--- config.mk ---
export PLATFORM = sky130hd
export DESIGN_NAME = i2c_mem_slave
export DESIGN_NICKNAME = d
export VERILOG_FILES = /design/src/rtl/i2cs_pkg.sv /design/src/rtl/i2cs_bus_events.sv /design/src/rtl/i2cs_hold_drive.sv /design/src/rtl/i2c_mem_slave.sv
export SDC_FILE = /design/constraint.sdc
export NUM_CORES = 1
export LEC_CHECK = 0
export CORE_ASPECT_RATIO = 2
export CORE_MARGIN = 3
export CORE_UTILIZATION = 40
export CTS_BUF_LIST = sky130_fd_sc_hd__clkbuf_4 sky130_fd_sc_hd__clkbuf_8
export CTS_CLUSTER_DIAMETER = 40
export CTS_CLUSTER_SIZE = 24
export DETAILED_ROUTE_END_ITERATION = 8
export SLEW_MARGIN = 30
export SYNTH_ARGS = -nofsm -noshare
export SYNTH_HDL_FRONTEND = slang
export SYNTH_HIERARCHICAL = 1
export SYNTH_SLANG_ARGS = --single-unit
--- constraint.sdc ---
create_clock -name clk -period 3.6 [get_ports clk]
set_clock_uncertainty 0.05 [all_clocks]
set_input_delay 1.08 -clock clk [delete_from_list [all_inputs] [get_ports clk]]
set_output_delay 1.08 -clock clk [all_outputs]
set_load 0.02 [all_outputs]
--- src/rtl/i2cs_pkg.sv ---
package i2cs_pkg;

    typedef enum logic [3:0] {
        ST_IDLE,
        ST_DEV,
        ST_DEV_ACK,
        ST_ADR,
        ST_ADR_ACK,
        ST_DAT,
        ST_DAT_ACK,
        ST_RD,
        ST_RD_ACK
    } i2cs_state_e;

endpackage

--- src/rtl/i2cs_bus_events.sv ---
module i2cs_bus_events (
    input  logic clk,
    input  logic rst_n,
    input  logic scl_i,
    input  logic sda_i,
    output logic start_o,
    output logic stop_o,
    output logic rise_o,
    output logic fall_o
);

    typedef struct packed {
        logic scl;
        logic sda;
    } line_t;

    line_t prev_q, prev_d;

    always_comb begin
        prev_d.scl = scl_i;
        prev_d.sda = sda_i;
    end

    always_ff @(posedge clk or negedge rst_n) begin
        if (!rst_n) prev_q <= '{scl: 1'b1, sda: 1'b1};
        else        prev_q <= prev_d;
    end

    // Start and Stop both need SCL high on both samples
    assign start_o = scl_i & prev_q.scl & prev_q.sda & ~sda_i;
    assign stop_o  = scl_i & prev_q.scl & ~prev_q.sda & sda_i;
    assign rise_o  = scl_i & ~prev_q.scl;
    assign fall_o  = ~scl_i & prev_q.scl;

endmodule

--- src/rtl/i2cs_hold_drive.sv ---
module i2cs_hold_drive #(
    parameter int HOLD_CYC = 4
) (
    input  logic clk,
    input  logic rst_n,
    input  logic req_i,
    output logic pull_o
);

    localparam int HW = $clog2(HOLD_CYC + 1);

    typedef struct packed {
        logic          out;
        logic [HW-1:0] cnt;
    } drv_t;

    drv_t q, d;

    always_comb begin
        d = q;
        if (req_i == q.out) begin
            d.cnt = '0;
        end else if (q.cnt == HW'(HOLD_CYC - 1)) begin
            d.out = req_i;
            d.cnt = '0;
        end else begin
            d.cnt = q.cnt + HW'(1);
        end
    end

    always_ff @(posedge clk or negedge rst_n) begin
        if (!rst_n) q <= '0;
        else        q <= d;
    end

    assign pull_o = q.out;

    // the output only ever takes a value the request held one cycle earlier
    assert_hold_follows_R3: assert property (@(posedge clk) disable iff (!rst_n)
        (pull_o != $past(pull_o)) |-> ($past(req_i) == pull_o));

endmodule

--- src/rtl/i2c_mem_slave.sv ---
module i2c_mem_slave #(
    parameter int         AW        = 7,
    parameter int         PAGE_BITS = 3,
    parameter logic [6:0] DEV_ADDR  = 7'b1010000,
    parameter int         HOLD_CYC  = 4
) (
    input  logic          clk,
    input  logic          rst_n,
    input  logic          scl_i,
    input  logic          sda_i,
    input  logic          wr_busy_i,
    input  logic [7:0]    rd_data_i,
    output logic          sda_pull_o,
    output logic [AW-1:0] ptr_o,
    output logic          wr_valid_o,
    output logic [AW-1:0] wr_addr_o,
    output logic [7:0]    wr_data_o,
    output logic          stop_o
);
    import i2cs_pkg::*;

    localparam int            BW    = 8;
    localparam int            CW    = $clog2(BW + 1);
    localparam logic [AW-1:0] PMASK = AW'((1 << PAGE_BITS) - 1);

    typedef struct packed {
        i2cs_state_e   st;
        logic [CW-1:0] cnt;
        logic [BW-1:0] sh;
        logic [BW-1:0] tx;
        logic [AW-1:0] ptr;
        logic          mack;
        logic          wv;
        logic [AW-1:0] wa;
        logic [BW-1:0] wd;
        logic          stp;
    } core_t;

    core_t r_q, r_d;
    logic  ev_start, ev_stop, ev_rise, ev_fall, pull_req;
    logic  rx_state, byte_done;

    i2cs_bus_events i_events (
        .clk     (clk),
        .rst_n   (rst_n),
        .scl_i   (scl_i),
        .sda_i   (sda_i),
        .start_o (ev_start),
        .stop_o  (ev_stop),
        .rise_o  (ev_rise),
        .fall_o  (ev_fall)
    );

    assign rx_state  = (r_q.st == ST_DEV) || (r_q.st == ST_ADR) || (r_q.st == ST_DAT);
    assign byte_done = ev_fall && (r_q.cnt == CW'(BW));

    always_comb begin
        r_d     = r_q;
        r_d.wv  = 1'b0;
        r_d.stp = 1'b0;
        if (ev_stop) begin
            r_d.st  = ST_IDLE;
            r_d.stp = 1'b1;
        end else if (ev_start) begin
            r_d.st  = ST_DEV;
            r_d.cnt = '0;
        end else if (rx_state) begin
            if (ev_rise) begin
                r_d.sh  = {r_q.sh[BW-2:0], sda_i};
                r_d.cnt = r_q.cnt + CW'(1);
            end else if (byte_done) begin
                r_d.cnt = '0;
                if (wr_busy_i) begin
                    r_d.st = ST_IDLE;
                end else if (r_q.st == ST_DEV) begin
                    r_d.st = (r_q.sh[BW-1:1] == DEV_ADDR) ? ST_DEV_ACK : ST_IDLE;
                end else if (r_q.st == ST_ADR) begin
                    r_d.ptr = r_q.sh[AW-1:0];
                    r_d.st  = ST_ADR_ACK;
                end else begin
                    r_d.wv  = 1'b1;
                    r_d.wa  = r_q.ptr;
                    r_d.wd  = r_q.sh;
                    r_d.ptr = (r_q.ptr & ~PMASK) | ((r_q.ptr + AW'(1)) & PMASK);
                    r_d.st  = ST_DAT_ACK;
                end
            end
        end else begin
            unique case (r_q.st)
                ST_DEV_ACK: if (ev_fall) begin
                    if (r_q.sh[0]) begin
                        r_d.st = ST_RD;
                        r_d.tx = rd_data_i;
                    end else begin
                        r_d.st = ST_ADR;
                    end
                end
                ST_ADR_ACK, ST_DAT_ACK: if (ev_fall) r_d.st = ST_DAT;
                ST_RD: begin
                    if (ev_rise) begin
                        r_d.cnt = r_q.cnt + CW'(1);
                    end else if (byte_done) begin
                        r_d.st  = ST_RD_ACK;
                        r_d.cnt = '0;
                        r_d.ptr = r_q.ptr + AW'(1);
                    end else if (ev_fall) begin
                        r_d.tx = {r_q.tx[BW-2:0], 1'b0};
                    end
                end
                ST_RD_ACK: begin
                    if (ev_rise) begin
                        r_d.mack = ~sda_i;
                    end else if (ev_fall) begin
                        if (r_q.mack) begin
                            r_d.st = ST_RD;
                            r_d.tx = rd_data_i;
                        end else begin
                            r_d.st = ST_IDLE;
                        end
                    end
                end
                default: ;
            endcase
        end
    end

    always_ff @(posedge clk or negedge rst_n) begin
        if (!rst_n) r_q <= '{st: ST_IDLE, default: '0};
        else        r_q <= r_d;
    end

    assign pull_req = (r_q.st == ST_DEV_ACK) || (r_q.st == ST_ADR_ACK) ||
                      (r_q.st == ST_DAT_ACK) || ((r_q.st == ST_RD) && !r_q.tx[BW-1]);

    i2cs_hold_drive #(.HOLD_CYC(HOLD_CYC)) i_drive (
        .clk    (clk),
        .rst_n  (rst_n),
        .req_i  (pull_req),
        .pull_o (sda_pull_o)
    );

    assign ptr_o      = r_q.ptr;
    assign wr_valid_o = r_q.wv;
    assign wr_addr_o  = r_q.wa;
    assign wr_data_o  = r_q.wd;
    assign stop_o     = r_q.stp;

    assert_start_restart_R2: assert property (@(posedge clk) disable iff (!rst_n)
        (ev_start && !ev_stop) |=> (r_q.st == ST_DEV && r_q.cnt == '0));

    assert_stop_idle_R2: assert property (@(posedge clk) disable iff (!rst_n)
        ev_stop |=> (r_q.st == ST_IDLE && stop_o));

    assert_busy_noack_R4: assert property (@(posedge clk) disable iff (!rst_n)
        (rx_state && byte_done && wr_busy_i && !ev_start && !ev_stop) |=> (r_q.st == ST_IDLE));

    assert_strobe_in_page_R6: assert property (@(posedge clk) disable iff (!rst_n)
        wr_valid_o |-> ((r_q.ptr & ~PMASK) == (wr_addr_o & ~PMASK)));

    assert_pull_low_phase_R11: assert property (@(posedge clk) disable iff (!rst_n)
        $rose(sda_pull_o) |-> !scl_i);

endmodule

* Yosys cells after proc, flatten, opt, wreduce, memory -nomap -nowiden *
Cells that the tools add are included.

storage, ports and cells
  flip-flop bits (word level) = 55
  bits of input ports = 13
  output and inout bits = 25

cells by class
  $add $sub $neg = 3
  equal/unequal tests = 35
  mux-type cells = 49
  bitwise logic cells = 20
  reductions and logical operators = 21

operators with widths
  operator               number
  $mux W16               8
  $mux W8                11
  $mux W7                8
  $mux W4                12
  $ne A2 B2 Y1 const B   12
  $pmux W8 S3            1
  $ne A4 B4 Y1 const B   5
  $reduce_and A9 Y1      2
  $eq A4 B3 Y1 const B   4
  $pmux W4 S4            1
  $mux W15               1
  $ne A5 B5 Y1 const B   3
  $mux W3                4
  $not A1 Y1             12
  $reduce_and A12 Y1     1
  $eq A4 B2 Y1 const B   2
  $eq A4 B4 Y1 const B   2
  $ne A4 B3 Y1 const B   2
  $reduce_and A4 Y1      2
  $reduce_and A8 Y1      1
  $add A7 B1 Y7 const B  1
  $and A1 B1 Y1          7
  $eq A7 B7 Y1 const B   1
  $or A7 B3 Y7           1
  17 further kinds       24

* Depth between registers and ports, before layout *
Gate-level depths: netlist of the first run.

  depth in word-level cells = 9
  gate-level depth with buffers = 9
  depth with buffers taken out = 6

* Hierarchy *
The synthesis of the first run kept the hierarchy.

modules (own cells, without submodules)
  module           times used  cells each  area an instance (um^2)  sequential area each (um^2)
  i2c_mem_slave    1           257         2,772.7                  1,226.2
  i2cs_hold_drive  1           11          166.4                    100.1
  i2cs_bus_events  1           6           87.6                     52.6

* Least setup slack after synthesis of the first run *
No wires, ideal clock.

  path kind = input to register
  from = in sda_i
  to = reg r_q, in the netlist wr_addr_o[0]
  library setup time = 0.125 ns
  arrival = 3.092 ns
  required time = 3.425 ns
  path slack = 0.333 ns
  stages on the path = 8
  buffers on the path = 3
  cell sequence = and4b_1 or3b_1 or4_1 buf_2 or3_1 buf_2 buf_6 mux2_4

on the way
  word-level cells in the longest chain between the ends = 4
  elaborated cells on any way between the ends = 6

RTL lines
  what                                    line                   RTL
  start: declaration                      i2c_mem_slave.sv:10    input logic sda_i,
  $not A1 Y1                              i2cs_bus_events.sv:30  assign start_o = scl_i & prev_q.scl & prev_q.sda & ~sda_i;
  $and A1 B1 Y1                           i2cs_bus_events.sv:30
  $not A1 Y1 (no source line)             --
  $reduce_and A8 Y1 (no source line) (*)  --
  end signal: assignment                  i2c_mem_slave.sv:129   else r_q <= r_d;
  end: declaration                        i2c_mem_slave.sv:39    core_t r_q, r_d;

Mark *: on every way between the ends. The rest lies on a longest branch, timed or not.
A chain may end at the register's enable or synchronous reset.

* Worst setup path after layout of the first run *
  from = in scl_i
  to = reg r_q, in the netlist wr_addr_o[3]

on the way
  word-level cells in the longest chain between the ends = 5
  elaborated cells on any way between the ends = 13

RTL lines
  what                                line                   RTL
  start: declaration                  i2c_mem_slave.sv:9     input logic scl_i,
  $and A1 B1 Y1 (3 in series)         i2cs_bus_events.sv:31  assign stop_o = scl_i & prev_q.scl & ~prev_q.sda & sda_i;
  named net ev_stop                   i2c_mem_slave.sv:40    logic ev_start, ev_stop, ev_rise, ev_fall, pull_req;
  $not A1 Y1 (no source line)         --
  $reduce_and A8 Y1 (no source line)  --

The timed path passes the listed nets, and every way through them passes these cells.

==> metrics.txt, run 1 <==
Slew @ Worst Pin=0.620 ns; Tot Pwr=1.93 mW; CP max-delay cell=clkdlybuf4s50_1; Syn Std Cell Area=roughly 3000 sq um; crit path from=scl_i; crit path kind=input pin to flip-flop; 1st-iter DRT viols=just over 90; Slew Limit Fails=0; site row count=44; Starting Density=0.413; flop2flop setup slack=1.07 ns; Die Footprint=around 8700 sq um; #FFs+latches synth=55; layout cells sized above 1=0.241; synthesis-to-finish area growth=15.6%; Gate Count Post-Synth=274; CP Data Arrival Time=approximately 3.4 ns; Slew headroom=0.581; largest net degree at the start of global routing=23; Worst-Skew Late Latency=about 0.33 ns; CTS Hold Bufs=0; leak pwr=between 1.5 and 2 nW; ys async rst share=1.00; required time of the critical path=3.76 ns; Post-synth EDFFs=0; clock sinks=55; initial antenna violation count=0; GP Congestion=between 0.8 and 0.9; io pins=38; Post-Place Cell Area=roughly 3400 sq um; cts bufs inserted=5; Setup Fix Bufs, Post-CTS=0; Seq/Total Area, Yosys=0.456; DP HPWL=~4900 um; Antenna Cells=0; Worst Path Buf+Inv=2; crit-path leading delay family=simple AND/OR/NAND/NOR gates; crit path cell chain=clkdlybuf4s50_1 > and4b_1 > or3b_1 > or4_1 > or3_1 > buf_12 > mux2_4; syn_area_per_cell=between 10 and 15 sq um; Worst Min Path Start=i_drive/q[0]$_DFF_PN0_; Min-Delay Path Class=flip-flop to flip-flop; Die Ht=approximately 130 um; via/cell ratio=around 5.3; commonest cells after routing, fill and taps aside=dfrtp_1, clkdlybuf4s50_1, mux2_2, inv_1, buf_4; unrepaired setup endpoints after global routing=no; htree depth=2; Min-Delay Path Depth=1; final cycle utilization of the critical path=0.904; final instance area=around 3500 sq um; Endpoint, Worst Hold=i_drive/q[0]$_DFF_PN0_; Final #Nets=around 320; Critical Path Source Type=input pin; most common cell after layout, fill and taps aside=dfrtp_1; Antenna Nets Post-Route=0; status=complete, no violations; Yosys warnings=6; cells on worst reg2reg path=5; CP peak stage delay=0.47 ns; worst-case clock buffer depth=2; Worst Setup End Kind=flip-flop; Cell variety after synth=between 50 and 60; worst reg2reg path endpoint=wr_addr_o[3]$_DFFE_PN0P_; drt drc=0; port buffer count=37; routed len/inst=roughly 16 um; worst-path fanout max=15; global-route wire length before repair=around 10000 um; First-pass DRT Iterations=3; Final Hold Fails=0; max cap viols=0; Peak Freq=0.307 GHz; via count=between 2000 and 2500; Synthesized Nets=between 200 and 300; vias in the first global route=approximately 2000; r2r startpoint=r_q[45]$_DFFE_PN0P_; core area=roughly 7300 sq um; CTS resizes=0; Die Wd=about 68 um; PD cells=roughly 550 nW/um^2; clock transition at the registers of the reported paths=0.10 ns; Tot GR Track Use=0.157; maximum vdd ir drop=between 300 and 400 uV; fin crit period=3.26 ns; Post-Route WL=6220 um; predominant post-synthesis flop cell=dfrtp_1; setup violators final=0; CTS tree=done; Root Buffer=clkbuf_8; gr ovfl total=0
-- per-stage QoR --
| step | setup TNS, ns | hold WS [ns] | setup WS, ns | util | std cells |
|---|---|---|---|---|---|
| after detailed placement | -0.0225 | 0.391 | -0.00356 | 0.465 | 383 |
| final | 0 | 0.398 | 0.344 | 0.478 | 391 |
| after global routing | 0 | 0.426 | 0.271 | 0.478 | 391 |
| after CTS | 0 | 0.406 | 0.345 | 0.478 | 391 |
| after floorplan | 0 | 0.368 | 0.333 | - | 274 |
| after global placement | 0 | 0.392 | 0.0549 | 0.465 | 383 |
-- how the worst max path moves through the flow --
stage	end	slack, ns	cells after the start
floorplan	wr_addr_o[0]$_DFFE_PN0P_	0.33	8
global placement	wr_addr_o[1]$_DFFE_PN0P_	0.05	7
detailed placement	wr_addr_o[1]$_DFFE_PN0P_	-0.004	7
CTS	wr_addr_o[3]$_DFFE_PN0P_	0.35	7
global route	wr_addr_o[5]$_DFFE_PN0P_	0.27	7
finish	wr_addr_o[3]$_DFFE_PN0P_	0.34	7
-- report_power, final --
| part | switching, mW | leakage (nW) | internal, mW | total [mW] |
|---|---|---|---|---|
| Clock | 0.216 | 0.0443 | 0.140 | 0.356 |
| Combinational | 0.319 | 0.821 | 0.323 | 0.641 |
| Sequential | 0.179 | 0.710 | 0.758 | 0.937 |
-- per-layer routing --
metal | vias to the layer above | GRT usage | routed length, um
li1 | 1003 | - | -
met1 | 1019 | 0.166 | 2310
met2 | 35 | 0.289 | 3570
met3 | 15 | 0.0243 | 148
met4 | 0 | 0.0766 | 192
met5 | - | 0 | 0
-- cell type report --
class	count	area, sq um
Timing Repair Buffer	51	483
Multi-Input combinational cell	170	1370
Clock inverter	3	25.0
Tap cell	92	115
Clock buffer	5	68.8
Fill cell	672	3820
Inverter	15	56.3
Sequential cell	55	1380
-- worst reg2reg max path: cells and delay by family, from the launching register on --
kind | cells | cell delay (ns)
buffers and inverters | 1 | 0.18
DFF | 1 | 0.68
muxes | 1 | 0.30
and+or+nand+nor | 3 | 1.21
-- cells by family (layout without fill, tap and decap cells) --
kind of cell / Yosys count / in the layout / share of synthesized area
and+or+nand+nor: 75 / 75 / 0.148
DFF: 55 / 55 / 0.456
buffers and inverters: 49 / 74 / 0.0914
muxes: 45 / 45 / 0.177
AOI/OAI and AO/OA: 44 / 44 / 0.105
adders and majority gates: 4 / 4 / 0.0165
xor gates and xnor gates: 2 / 2 / 0.00579
-- Yosys cell counts, drive strengths merged, types with 4 or more instances --
master | number | area share
dfrtp | 53 | 0.44
mux2 | 39 | 0.16
buf | 25 | 0.062
inv | 15 | 0.019
nand2 | 12 | 0.015
nor2 | 12 | 0.015
a21oi | 9 | 0.015
clkbuf | 9 | 0.011
o21ai | 9 | 0.015
nand3 | 8 | 0.013
nor3 | 7 | 0.012
mux2i | 6 | 0.020
a211oi | 5 | 0.012
ha | 4 | 0.017
nor2b | 4 | 0.011
nor3b | 4 | 0.0099
o22ai | 4 | 0.0083
or4 | 4 | 0.0099
-- sequential cells by signal, summed over array words and instances, names as in the netlist --
signal,count
r_q,25
stop_o,1
wr_addr_o,7
i_events/prev_q,2
i_drive/pull_o,1
wr_data_o,8
ptr_o,7
wr_valid_o,1
i_drive/q,3
No activity file was read; power rests on OpenSTA's default activity.
==> inputs of run 2 (changes only) <==
--- a/config.mk
+++ b/config.mk
@@ -5,6 +5,7 @@
 export SDC_FILE = /design/constraint.sdc
 export NUM_CORES = 1
 export LEC_CHECK = 0
+export CAP_MARGIN = 30
 export CORE_ASPECT_RATIO = 2
 export CORE_MARGIN = 3
 export CORE_UTILIZATION = 40
==> results of run 2 <==
Final layout, timing and power as in run 1 (identical DEF).
==> inputs of run 3 (changes only) <==
--- a/config.mk
+++ b/config.mk
@@ -13,6 +13,7 @@
 export CTS_CLUSTER_DIAMETER = 40
 export CTS_CLUSTER_SIZE = 24
 export DETAILED_ROUTE_END_ITERATION = 8
+export MAX_ROUTING_LAYER = met4
 export SLEW_MARGIN = 30
 export SYNTH_ARGS = -nofsm -noshare
 export SYNTH_HDL_FRONTEND = slang
==> constraint.sdc (replaced) <==
create_clock -name clk -period 3.6 [get_ports clk]
set_clock_uncertainty 0.05 [all_clocks]
set_input_delay 1.08 -clock clk [delete_from_list [all_inputs] [get_ports clk]]
set_output_delay 1.08 -clock clk [all_outputs]
set_load 0.005 [all_outputs]
==> metrics.txt, run 3 (synthesis results as in run 1) <==
status=complete, no violations (unchanged); required time of the critical path=3.76 ns (about the same); final cycle utilization of the critical path=0.904 (about the same); Placed Cells=383 (unchanged); Starting Density=0.413 (unchanged); Die Wd=67.5 um (unchanged); htree depth=2 (unchanged); Die Footprint=8710 sq um (unchanged); vias in the first global route=2044 (was 2041); Worst Setup End Kind=flip-flop (unchanged); site row count=44 (unchanged); cts bufs inserted=5 (unchanged); worst-path fanout max=15 (unchanged); Worst Min Path Start=i_drive/q[0]$_DFF_PN0_ (unchanged); synthesis-to-finish area growth=15.6% (unchanged); io pins=38 (unchanged); Largest register FFs=25 (unchanged); worst reg2reg path endpoint=wr_addr_o[3]$_DFFE_PN0P_ (unchanged); unrepaired setup endpoints after global routing=no (unchanged); global-route wire length before repair=10400 um (was 10300 um); core area=7320 sq um (unchanged); clock sinks=55 (unchanged); Slew Limit Fails=0 (unchanged); Tot GR Track Use=0.162 (was 0.157); Peak Freq=0.307 GHz (about the same); Min-Delay Path Class=flip-flop to flip-flop (unchanged); PD cells=543 nW/um^2 (was 553 nW/um^2); Critical Path Source Type=input pin (unchanged); Final #Nets=315 (unchanged); CP Data Arrival Time=3.42 ns (about the same); CTS tree=done (unchanged); Worst-Skew Late Latency=0.33 ns (about the same); via/cell ratio=5.28 (was 5.30); max cap viols=0 (unchanged); Root Buffer=clkbuf_8 (unchanged); fin crit period=3.26 ns (about the same); r2r startpoint=i_events/prev_q[0]$_DFF_PN1_ (was r_q[45]$_DFFE_PN0P_); CTS Hold Bufs=0 (unchanged); Final Hold Fails=0 (unchanged); final setup TNS=0 ns (unchanged); 1st-iter DRT viols=84 (was 93); largest net degree at the start of global routing=23 (unchanged); Final Non-Filler Cells=391 (unchanged); commonest cells after routing, fill and taps aside=dfrtp_1, clkdlybuf4s50_1, mux2_2, inv_1, buf_4 (unchanged); Endpoint, Worst Hold=i_drive/q[0]$_DFF_PN0_ (unchanged); layout cells sized above 1=0.241 (unchanged); CTS resizes=0 (unchanged); DP HPWL=4860 um (unchanged); initial antenna violation count=0 (unchanged); via count=2065 (was 2072); Post-Route WL=6210 um (was 6220 um); Slew @ Worst Pin=0.619 ns (was 0.620 ns); port buffer count=37 (unchanged); routed len/inst=15.9 um (about the same); GP Congestion=0.879 (was 0.865); Slew headroom=0.582 (was 0.581); crit path kind=input pin to flip-flop (unchanged); leak pwr=1.57 nW (unchanged); flop2flop setup slack=1.07 ns (about the same); gr ovfl total=0 (unchanged); drt drc=0 (unchanged); worst-case clock buffer depth=2 (unchanged); Antenna Cells=0 (unchanged); Min-Delay Path Depth=1 (unchanged); Antenna Nets Post-Route=0 (unchanged); Largest Register=r_q (unchanged); cells on worst reg2reg path=6 (was 5); Setup Fix Bufs, Post-CTS=0 (unchanged); Die Ht=129 um (unchanged); maximum vdd ir drop=314 uV (about the same); clock transition at the registers of the reported paths=0.10 ns (about the same); setup violators final=0 (unchanged); most common cell after layout, fill and taps aside=dfrtp_1 (unchanged); First-pass DRT Iterations=4 (was 3)
run 3: cell counts in the layout (fill, tap and decap cells not counted):
Identical to the previous run, type by type.
run 3: how the worst max path moves through the flow:
stage	depth (start not counted)	from	slack [ns]	end
2_1_floorplan	8	sda_i	0.33	wr_addr_o[0]$_DFFE_PN0P_
3_3_place_gp	7	sda_i	0.05	wr_addr_o[1]$_DFFE_PN0P_
3_5_place_dp	7	scl_i	-0.004	wr_addr_o[1]$_DFFE_PN0P_
4_1_cts	7	scl_i	0.35	wr_addr_o[3]$_DFFE_PN0P_
5_1_grt	7	scl_i	0.27	wr_addr_o[5]$_DFFE_PN0P_
6_report	7	scl_i	0.34	wr_addr_o[3]$_DFFE_PN0P_
run 3: through the flow:
step	setup WS [ns]	hold slack (ns)	instance area (sq um)	total power [mW]	utilization
finish	0.345	0.398	3500	1.90	0.478
global route	0.271	0.426	3500	2.03	0.478
CTS	0.345	0.406	3500	1.92	0.478
detailed placement	-0.00356	0.391	3400	1.56	0.465
global placement	0.0549	0.392	3400	1.54	0.465
floorplan	0.333	0.368	3030	1.35	-
run 3: critical path, cell delays in order:
cell,delay [ns]
clkdlybuf4s50_1,0.47
and4b_1,0.23
or3b_1,0.36
or4_1,0.43
or3_1,0.37
buf_12,0.18
mux2_4,0.29
run 3: cell type report:
class | instances | area (sq um)
inverter | 15 | 56.3
timing repair buffer | 51 | 483
clock buffer | 5 | 68.8
tap | 92 | 115
sequential | 55 | 1380
fill | 672 | 3820
multi-input combinational | 170 | 1370
clock inverter | 3 | 25.0
run 3: layer usage:
layer | up-vias | share of wire | track usage
met5 | - | 0 | -
met4 | 0 | 0.029 | 0.0766
met3 | 16 | 0.024 | 0.0243
met2 | 35 | 0.58 | 0.290
met1 | 1010 | 0.37 | 0.166
li1 | 1004 | - | -
run 3: power breakdown:
part | switching (mW) | leakage (nW) | total [mW] | internal [mW]
registers | 0.177 | 0.710 | 0.936 | 0.758
logic | 0.286 | 0.821 | 0.607 | 0.322
clock network | 0.217 | 0.0443 | 0.357 | 0.140
